$ cat src/rtl/dbf_pkg.sv
package dbf_pkg;
  // control word positions (decoded by the register neighbour)
  localparam int RX_EN_BIT    = 0;
  localparam int TX_EN_BIT    = 1;
  localparam int RX_TRIG_LSB  = 4;
  localparam int TX_TRIG_LSB  = 16;
  // status word positions
  localparam int ST_TX_LVL_LSB = 0;
  localparam int ST_TX_FULL    = 7;
  localparam int ST_TX_EMPTY   = 8;
  localparam int ST_RX_LVL_LSB = 16;
  localparam int ST_RX_FULL    = 23;
  localparam int ST_RX_EMPTY   = 24;
  // direction indices
  localparam int DIR_TX = 0;
  localparam int DIR_RX = 1;
endpackage

$ cat src/rtl/dbf_fifo.sv
module dbf_fifo #(
  parameter  int DEPTH = 64,
  parameter  int DW    = 8,
  localparam int AW    = $clog2(DEPTH),
  localparam int LW    = AW + 1
) (
  input  logic          clk,
  input  logic          rst_n,
  input  logic          clr,
  input  logic          en,
  input  logic          push,
  input  logic [DW-1:0] wdata,
  input  logic          pop,
  output logic [DW-1:0] head,
  output logic [LW-1:0] level,
  output logic          full,
  output logic          empty,
  output logic          ovr,
  output logic          udr,
  output logic          push_ok
);
  logic [AW-1:0] wptr_q, wptr_d, rptr_q, rptr_d;
  logic [LW-1:0] lvl_q, lvl_d;
  logic          ovr_q, ovr_d, udr_q, udr_d;
  logic [DW-1:0] mem [DEPTH];
  logic          pop_ok;

  assign full    = (lvl_q == LW'(DEPTH));
  assign empty   = (lvl_q == '0);
  assign pop_ok  = en && pop && !empty;
  assign push_ok = en && push && (!full || pop_ok);

  always_comb begin
    wptr_d = wptr_q;
    rptr_d = rptr_q;
    lvl_d  = lvl_q;
    ovr_d  = ovr_q | (en && push && !push_ok);
    udr_d  = udr_q | (en && pop && empty);
    if (clr) begin
      wptr_d = '0;
      rptr_d = '0;
      lvl_d  = '0;
      ovr_d  = 1'b0;
      udr_d  = 1'b0;
    end else begin
      if (push_ok) wptr_d = wptr_q + AW'(1);
      if (pop_ok)  rptr_d = rptr_q + AW'(1);
      case ({push_ok, pop_ok})
        2'b10:   lvl_d = lvl_q + LW'(1);
        2'b01:   lvl_d = lvl_q - LW'(1);
        default: lvl_d = lvl_q;
      endcase
    end
  end

  always_ff @(posedge clk or negedge rst_n) begin
    if (!rst_n) begin
      wptr_q <= '0;
      rptr_q <= '0;
      lvl_q  <= '0;
      ovr_q  <= 1'b0;
      udr_q  <= 1'b0;
    end else begin
      wptr_q <= wptr_d;
      rptr_q <= rptr_d;
      lvl_q  <= lvl_d;
      ovr_q  <= ovr_d;
      udr_q  <= udr_d;
    end
  end

  // storage array: no reset, written only under its enable
  always_ff @(posedge clk) begin
    if (push_ok && !clr) mem[wptr_q] <= wdata;
  end

  assign head  = empty ? '0 : mem[rptr_q];
  assign level = lvl_q;
  assign ovr   = ovr_q;
  assign udr   = udr_q;
endmodule

$ cat src/rtl/dbf_trail.sv
module dbf_trail #(
  parameter int CNTW = 4
) (
  input  logic            clk,
  input  logic            rst_n,
  input  logic            clr,
  input  logic            en,
  input  logic            tick,
  input  logic            push_ok,
  input  logic            empty,
  input  logic [CNTW-1:0] limit,
  output logic            trailing
);
  logic [CNTW-1:0] idle_q, idle_d;

  always_comb begin
    idle_d = idle_q;
    if (clr || push_ok || empty) idle_d = '0;
    else if (tick && (idle_q != '1)) idle_d = idle_q + CNTW'(1);
  end

  always_ff @(posedge clk or negedge rst_n) begin
    if (!rst_n) idle_q <= '0;
    else        idle_q <= idle_d;
  end

  assign trailing = en && !empty && (limit != '0) && (idle_q >= limit);
endmodule

$ cat src/rtl/dual_byte_fifo.sv
module dual_byte_fifo
  import dbf_pkg::*;
#(
  parameter  int DEPTH = 64,
  parameter  int DW    = 8,
  parameter  int TRLW  = 4,
  localparam int LW    = $clog2(DEPTH) + 1
) (
  input  logic            clk,
  input  logic            rst_n,
  input  logic            soft_clr,
  input  logic [31:0]     cfg_word,
  input  logic [TRLW-1:0] trail_limit,
  input  logic            bit_tick,
  input  logic            tx_wr,
  input  logic [DW-1:0]   tx_wdata,
  input  logic            rx_rd,
  output logic [DW-1:0]   rx_rdata,
  input  logic            tx_pop,
  output logic [DW-1:0]   tx_pdata,
  input  logic            rx_push,
  input  logic [DW-1:0]   rx_pdata,
  output logic [31:0]     status_word,
  output logic            ev_tx_aempty,
  output logic            ev_rx_afull,
  output logic            ev_trailing,
  output logic            ev_tx_ovr,
  output logic            ev_tx_udr,
  output logic            ev_rx_ovr,
  output logic            ev_rx_udr
);
  // reset: asserted asynchronously, released through two flops
  logic [1:0] rsync_q;
  logic       rst_s_n;
  always_ff @(posedge clk or negedge rst_n) begin
    if (!rst_n) rsync_q <= 2'b00;
    else        rsync_q <= {rsync_q[0], 1'b1};
  end
  assign rst_s_n = rsync_q[1];

  logic [1:0]    en_v, push_v, pop_v, full_v, empty_v, ovr_v, udr_v, pok_v;
  logic [DW-1:0] wdat_v [2];
  logic [DW-1:0] head_v [2];
  logic [LW-1:0] lvl_v  [2];
  logic [LW-1:0] tx_trig, rx_trig;

  assign en_v[DIR_TX]   = cfg_word[TX_EN_BIT];
  assign en_v[DIR_RX]   = cfg_word[RX_EN_BIT];
  assign push_v[DIR_TX] = tx_wr;
  assign push_v[DIR_RX] = rx_push;
  assign pop_v[DIR_TX]  = tx_pop;
  assign pop_v[DIR_RX]  = rx_rd;
  assign wdat_v[DIR_TX] = tx_wdata;
  assign wdat_v[DIR_RX] = rx_pdata;
  assign tx_trig        = cfg_word[TX_TRIG_LSB +: LW];
  assign rx_trig        = cfg_word[RX_TRIG_LSB +: LW];

  for (genvar g = 0; g < 2; g++) begin : g_dir
    dbf_fifo #(.DEPTH(DEPTH), .DW(DW)) u_fifo (
      .clk     (clk),
      .rst_n   (rst_s_n),
      .clr     (soft_clr),
      .en      (en_v[g]),
      .push    (push_v[g]),
      .wdata   (wdat_v[g]),
      .pop     (pop_v[g]),
      .head    (head_v[g]),
      .level   (lvl_v[g]),
      .full    (full_v[g]),
      .empty   (empty_v[g]),
      .ovr     (ovr_v[g]),
      .udr     (udr_v[g]),
      .push_ok (pok_v[g])
    );
  end

  dbf_trail #(.CNTW(TRLW)) u_trail (
    .clk      (clk),
    .rst_n    (rst_s_n),
    .clr      (soft_clr),
    .en       (en_v[DIR_RX]),
    .tick     (bit_tick),
    .push_ok  (pok_v[DIR_RX]),
    .empty    (empty_v[DIR_RX]),
    .limit    (trail_limit),
    .trailing (ev_trailing)
  );

  always_comb begin
    status_word = '0;
    status_word[ST_TX_LVL_LSB +: LW] = lvl_v[DIR_TX];
    status_word[ST_TX_FULL]          = full_v[DIR_TX];
    status_word[ST_TX_EMPTY]         = empty_v[DIR_TX];
    status_word[ST_RX_LVL_LSB +: LW] = lvl_v[DIR_RX];
    status_word[ST_RX_FULL]          = full_v[DIR_RX];
    status_word[ST_RX_EMPTY]         = empty_v[DIR_RX];
  end

  assign tx_pdata     = head_v[DIR_TX];
  assign rx_rdata     = head_v[DIR_RX];
  assign ev_tx_aempty = en_v[DIR_TX] && (lvl_v[DIR_TX] <= tx_trig);
  assign ev_rx_afull  = en_v[DIR_RX] && (lvl_v[DIR_RX] >= rx_trig);
  assign ev_tx_ovr    = ovr_v[DIR_TX];
  assign ev_tx_udr    = udr_v[DIR_TX];
  assign ev_rx_ovr    = ovr_v[DIR_RX];
  assign ev_rx_udr    = udr_v[DIR_RX];
endmodule

$ cat config.mk
export PLATFORM = sky130hd
export DESIGN_NAME = dual_byte_fifo
export DESIGN_NICKNAME = d
export VERILOG_FILES = /design/src/rtl/dbf_pkg.sv /design/src/rtl/dbf_fifo.sv /design/src/rtl/dbf_trail.sv /design/src/rtl/dual_byte_fifo.sv
export SDC_FILE = /design/constraint.sdc
export NUM_CORES = 1
export LEC_CHECK = 0
export BUFFER_PORTS_ARGS = -buffer_cell sky130_fd_sc_hd__buf_4
export CAP_MARGIN = 20
export CORE_MARGIN = 3
export CORE_UTILIZATION = 25
export DETAILED_ROUTE_END_ITERATION = 8
export GPL_TIMING_DRIVEN = 0
export HOLD_SLACK_MARGIN = 0.15
export PLACE_DENSITY = 0.37
export SLEW_MARGIN = 20
export SYNTH_ARGS = -nofsm -noshare
export SYNTH_HDL_FRONTEND = slang
export SYNTH_SLANG_ARGS = --single-unit
$ cat constraint.sdc
create_clock -name clk -period 2.46 [get_ports clk]
set_input_delay 0.246 -clock clk [delete_from_list [all_inputs] [get_ports clk]]
set_output_delay 0.246 -clock clk [all_outputs]
set_load 0.02 [all_outputs]
==> impl_metrics.toml <==
[run_status]
status = "finished, violations left"
violations = "setup timing"

[layout]
drive_gt1_share_pct = 42.4
layout_common_cells = "edfxtp_1, buf_4, mux4_2, nor2_4, clkbuf_16"
synthToLayoutAreaGrowth_pct = 31.4
layout.nets = 2771
n_antenna_cell = 0
final_common_cell = "edfxtp_1"
fill_cells = 16000

[grt]
antenna_found_initial = 1
grt_pass1_vias = 24300
grt.overflow.total = 0
grtUsageTotal_pct = 15.2
grt_pass1_wl_um = 189000
grt_max_degree = 65

[die]
coreArea_um2 = 170000
die-width_um = 420
ios = 115
initial_utilization_pct = 25.2
rows = 151
die_area_um2 = 176000
fp.dieH_um = 420

[clock_network]
htree_levels = 3
cts_tree = "yes"
cts_made_buffers = 121
cts.sinks = 1072
root_buffer = "clkbuf_16"
clk_pin_slew_worst_paths_ns = 0.06
cts_buffer_depth = 3
clock_latency_ns = 0.77

[power_and_ir_drop]
powerDensity_nw_per_um2 = 878
peakVddDrop_uv = 579
leakagePower_nw = 17.6
p_total_mw = 49.4

[route]
route.detailed.drc = 0
first_pass_iters = 5
wl_per_cell_um = 26.9
drt.antenna.violating_nets = 0
finalWirelength_um = 135000
via_per_inst = 4.63
vias = 23100
drtIter0Drc = 1772

[logic_synthesis]
synth_area_um2 = 42800
synth-seq-cells = 1072
yosys_warnings = 0
synth.distinct_cells = 51
synthArstFlopShare_pct = 4.48
synth-edff-count = 1024
syn_inst = 2248
synth_flop_cell = "edfxtp_1"
yosysSeqAreaShare_pct = 74.6
avgSynthCellArea_um2 = 19.1

[placed_design]
routabilityCongestion = 0.830
dp_worst_setup_slack_ns = -1.30
io_buffers = 84
dp_hpwl_um = 86100

[timing]
worstMarginPinSlew_ns = 1.12
skew_ns = 0.0432
hold_viol = 0
drv_slew = 0
fin_crit_ns = 3.44
period_share_pct = 140
clock.fmax_mhz = 291
slew_headroom_pct = 25.5
setup_slack_ns = -0.982
rsz0062_at_grt = "yes"
setup_viol = 319

[worst_setup_path]
cp-start-kind = "register"
end_kind = "output port"
critical_path.max_stage_delay_ns = 0.53
cp_top_family = "compound AO/OA/AOI/OAI gates"
cp_cell_sequence = "buf_12 > buf_16 > buf_8 > mux4_2 > a22o_4 > a211oi_4 > a21oi_1 > a22o_1 > buf_6"
path_max_fanout = 5
worstPathArrival_ns = 3.20
worst_ep_required_time_ns = 2.21
crit_type = "reg2out"
slowest_stage = "mux4_2"
cp.buffers_inverters = 4

[job]
drv_cap = 0

[worst_hold_path]
min_path_type = "in2reg"
-- sequential cells by signal, indices dropped and copies added, names as in the netlist --
register and count:
g_dir.u_fifo.ovr 2, g_dir.u_fifo.rptr_q 12, u_trail.idle_q 4, g_dir.u_fifo.udr 2, g_dir.u_fifo.level 14, g_dir.u_fifo.wptr_q 12
g_dir.u_fifo.mem 1024, rsync_q 2
-- routing by layer --
metal	vias to the layer above	share of wire [%]	global-route usage [%]
met2	481	51	26.6
li1	10000	-	-
met5	-	0	0
met1	12500	43	19.7
met4	0	2.7	4.42
met3	167	3.6	1.98
-- report_power, final --
part | internal [mW] | switching (mW)
clock | 10.2 | 7.48
sequential | 20.1 | 0.164
combinational | 5.70 | 5.70
-- worst register-to-register path, delay by kind of cell, from the launching register on --
kind	cells	cell delay (ns)
adder cells (fa/ha/maj)	1	0.38
multiplexers	1	0.23
flip-flops	1	0.40
AND/OR/NAND/NOR	4	0.84
AO/OA/AOI/OAI	3	0.52
buffers and inverters	3	0.34
XOR/XNOR	1	0.14
-- synth_stat cells (all sizes together), types with 3 or more instances --
cell    number  area (um2)
nand3       12        60.1
inv         25        93.8
a21oi       62         310
a31oi        6        43.8
dfrtp       48        1200
o21ai       14        70.1
mux4       194        4370
edfxtp    1024       30700
xnor2       13         114
a21o         8        60.1
buf         95         652
or2          3        18.8
ha          33         413
a22oi       49         368
nand4       15        93.8
nor2       181         679
nor3         8        78.8
nand2b       6        37.5
or3          5        31.3
clkbuf      51         191
nand2       53         199
mux2i      130        1300
or3b         5        43.8
o31ai        7        52.6
nand3b      12        90.1
nor2b        9        56.3
o22ai       32         200
a211oi      50         375
o21bai       3        22.5
xor2        18         158
a22o        30         263
o221ai      30         263
-- worst paths after layout --
kind | end | cells after the start | slack [ns] | start
max in group asynchronous | u_trail.idle_q[2]$_DFFE_PN0P_ | 1 | 1.56 | rsync_q[1]$_DFF_PN0_
max | rx_rdata[0] | 9 | -0.98 | g_dir[1].u_fifo.rptr_q[0]$_DFFE_PN0P_
max reg2reg | g_dir[1].u_fifo.level[6]$_DFFE_PN0P_ | 13 | -0.55 | g_dir[1].u_fifo.level[5]$_DFFE_PN0P_
min reg2reg | g_dir[1].u_fifo.level[4]$_DFFE_PN0P_ | 1 | 0.31 | rsync_q[1]$_DFF_PN0_
min in group asynchronous | g_dir[1].u_fifo.level[4]$_DFFE_PN0P_ | 1 | 0.31 | rsync_q[1]$_DFF_PN0_
min | g_dir[1].u_fifo.rptr_q[0]$_DFFE_PN0P_ | 5 | 0.23 | rx_rd
-- repair_timing --
action                                  CTS  global route
pin swaps                               127            92
hold buffers                             29             0
buffers inserted                        107            73
cloned                                    7             0
resized for setup                       759           123
setup endpoints to repair              1068           915
endpoints found under the hold margin   976             0
-- cells by family after synthesis --
logic type | after synthesis | share of synthesized area, %
buf+inv | 171 | 2.19
compound gates | 296 | 4.84
xor+xnor | 31 | 0.634
flops | 1072 | 74.6
mux | 324 | 13.2
other cells | 2 | 0.0175
simple gates | 317 | 3.42
fa+ha+maj | 35 | 1.06
-- layout make-up --
type | instances | area [um2] | area share (%)
Buffer | 139 | 1440 | 2.57
Clock inverter | 68 | 659 | 1.17
Tap cell | 2218 | 2780 | 4.93
Inverter | 25 | 97.6 | 0.173
Clock buffer | 158 | 3250 | 5.78
Sequential cell | 1072 | 32000 | 56.8
Timing Repair Buffer | 299 | 3210 | 5.70
Multi-Input combinational cell | 1018 | 12900 | 22.9
-- per-stage QoR --
step                util (%)  instances  instance area [um2]  hold WS, ns  setup TNS, ns
floorplan                  -       2261                42900      -0.0496         -0.911
global placement        27.3       4563                46300       0.0332        -979.16
detailed placement      27.3       4566                46400       0.0321       -1009.29
CTS                     32.4       4931                55000        0.151         -54.45
global route            33.1       4997                56300        0.208         -65.42
finish                  33.1       4997                56300        0.233         -32.39
Note: power is estimated with default switching activity, not from simulation.
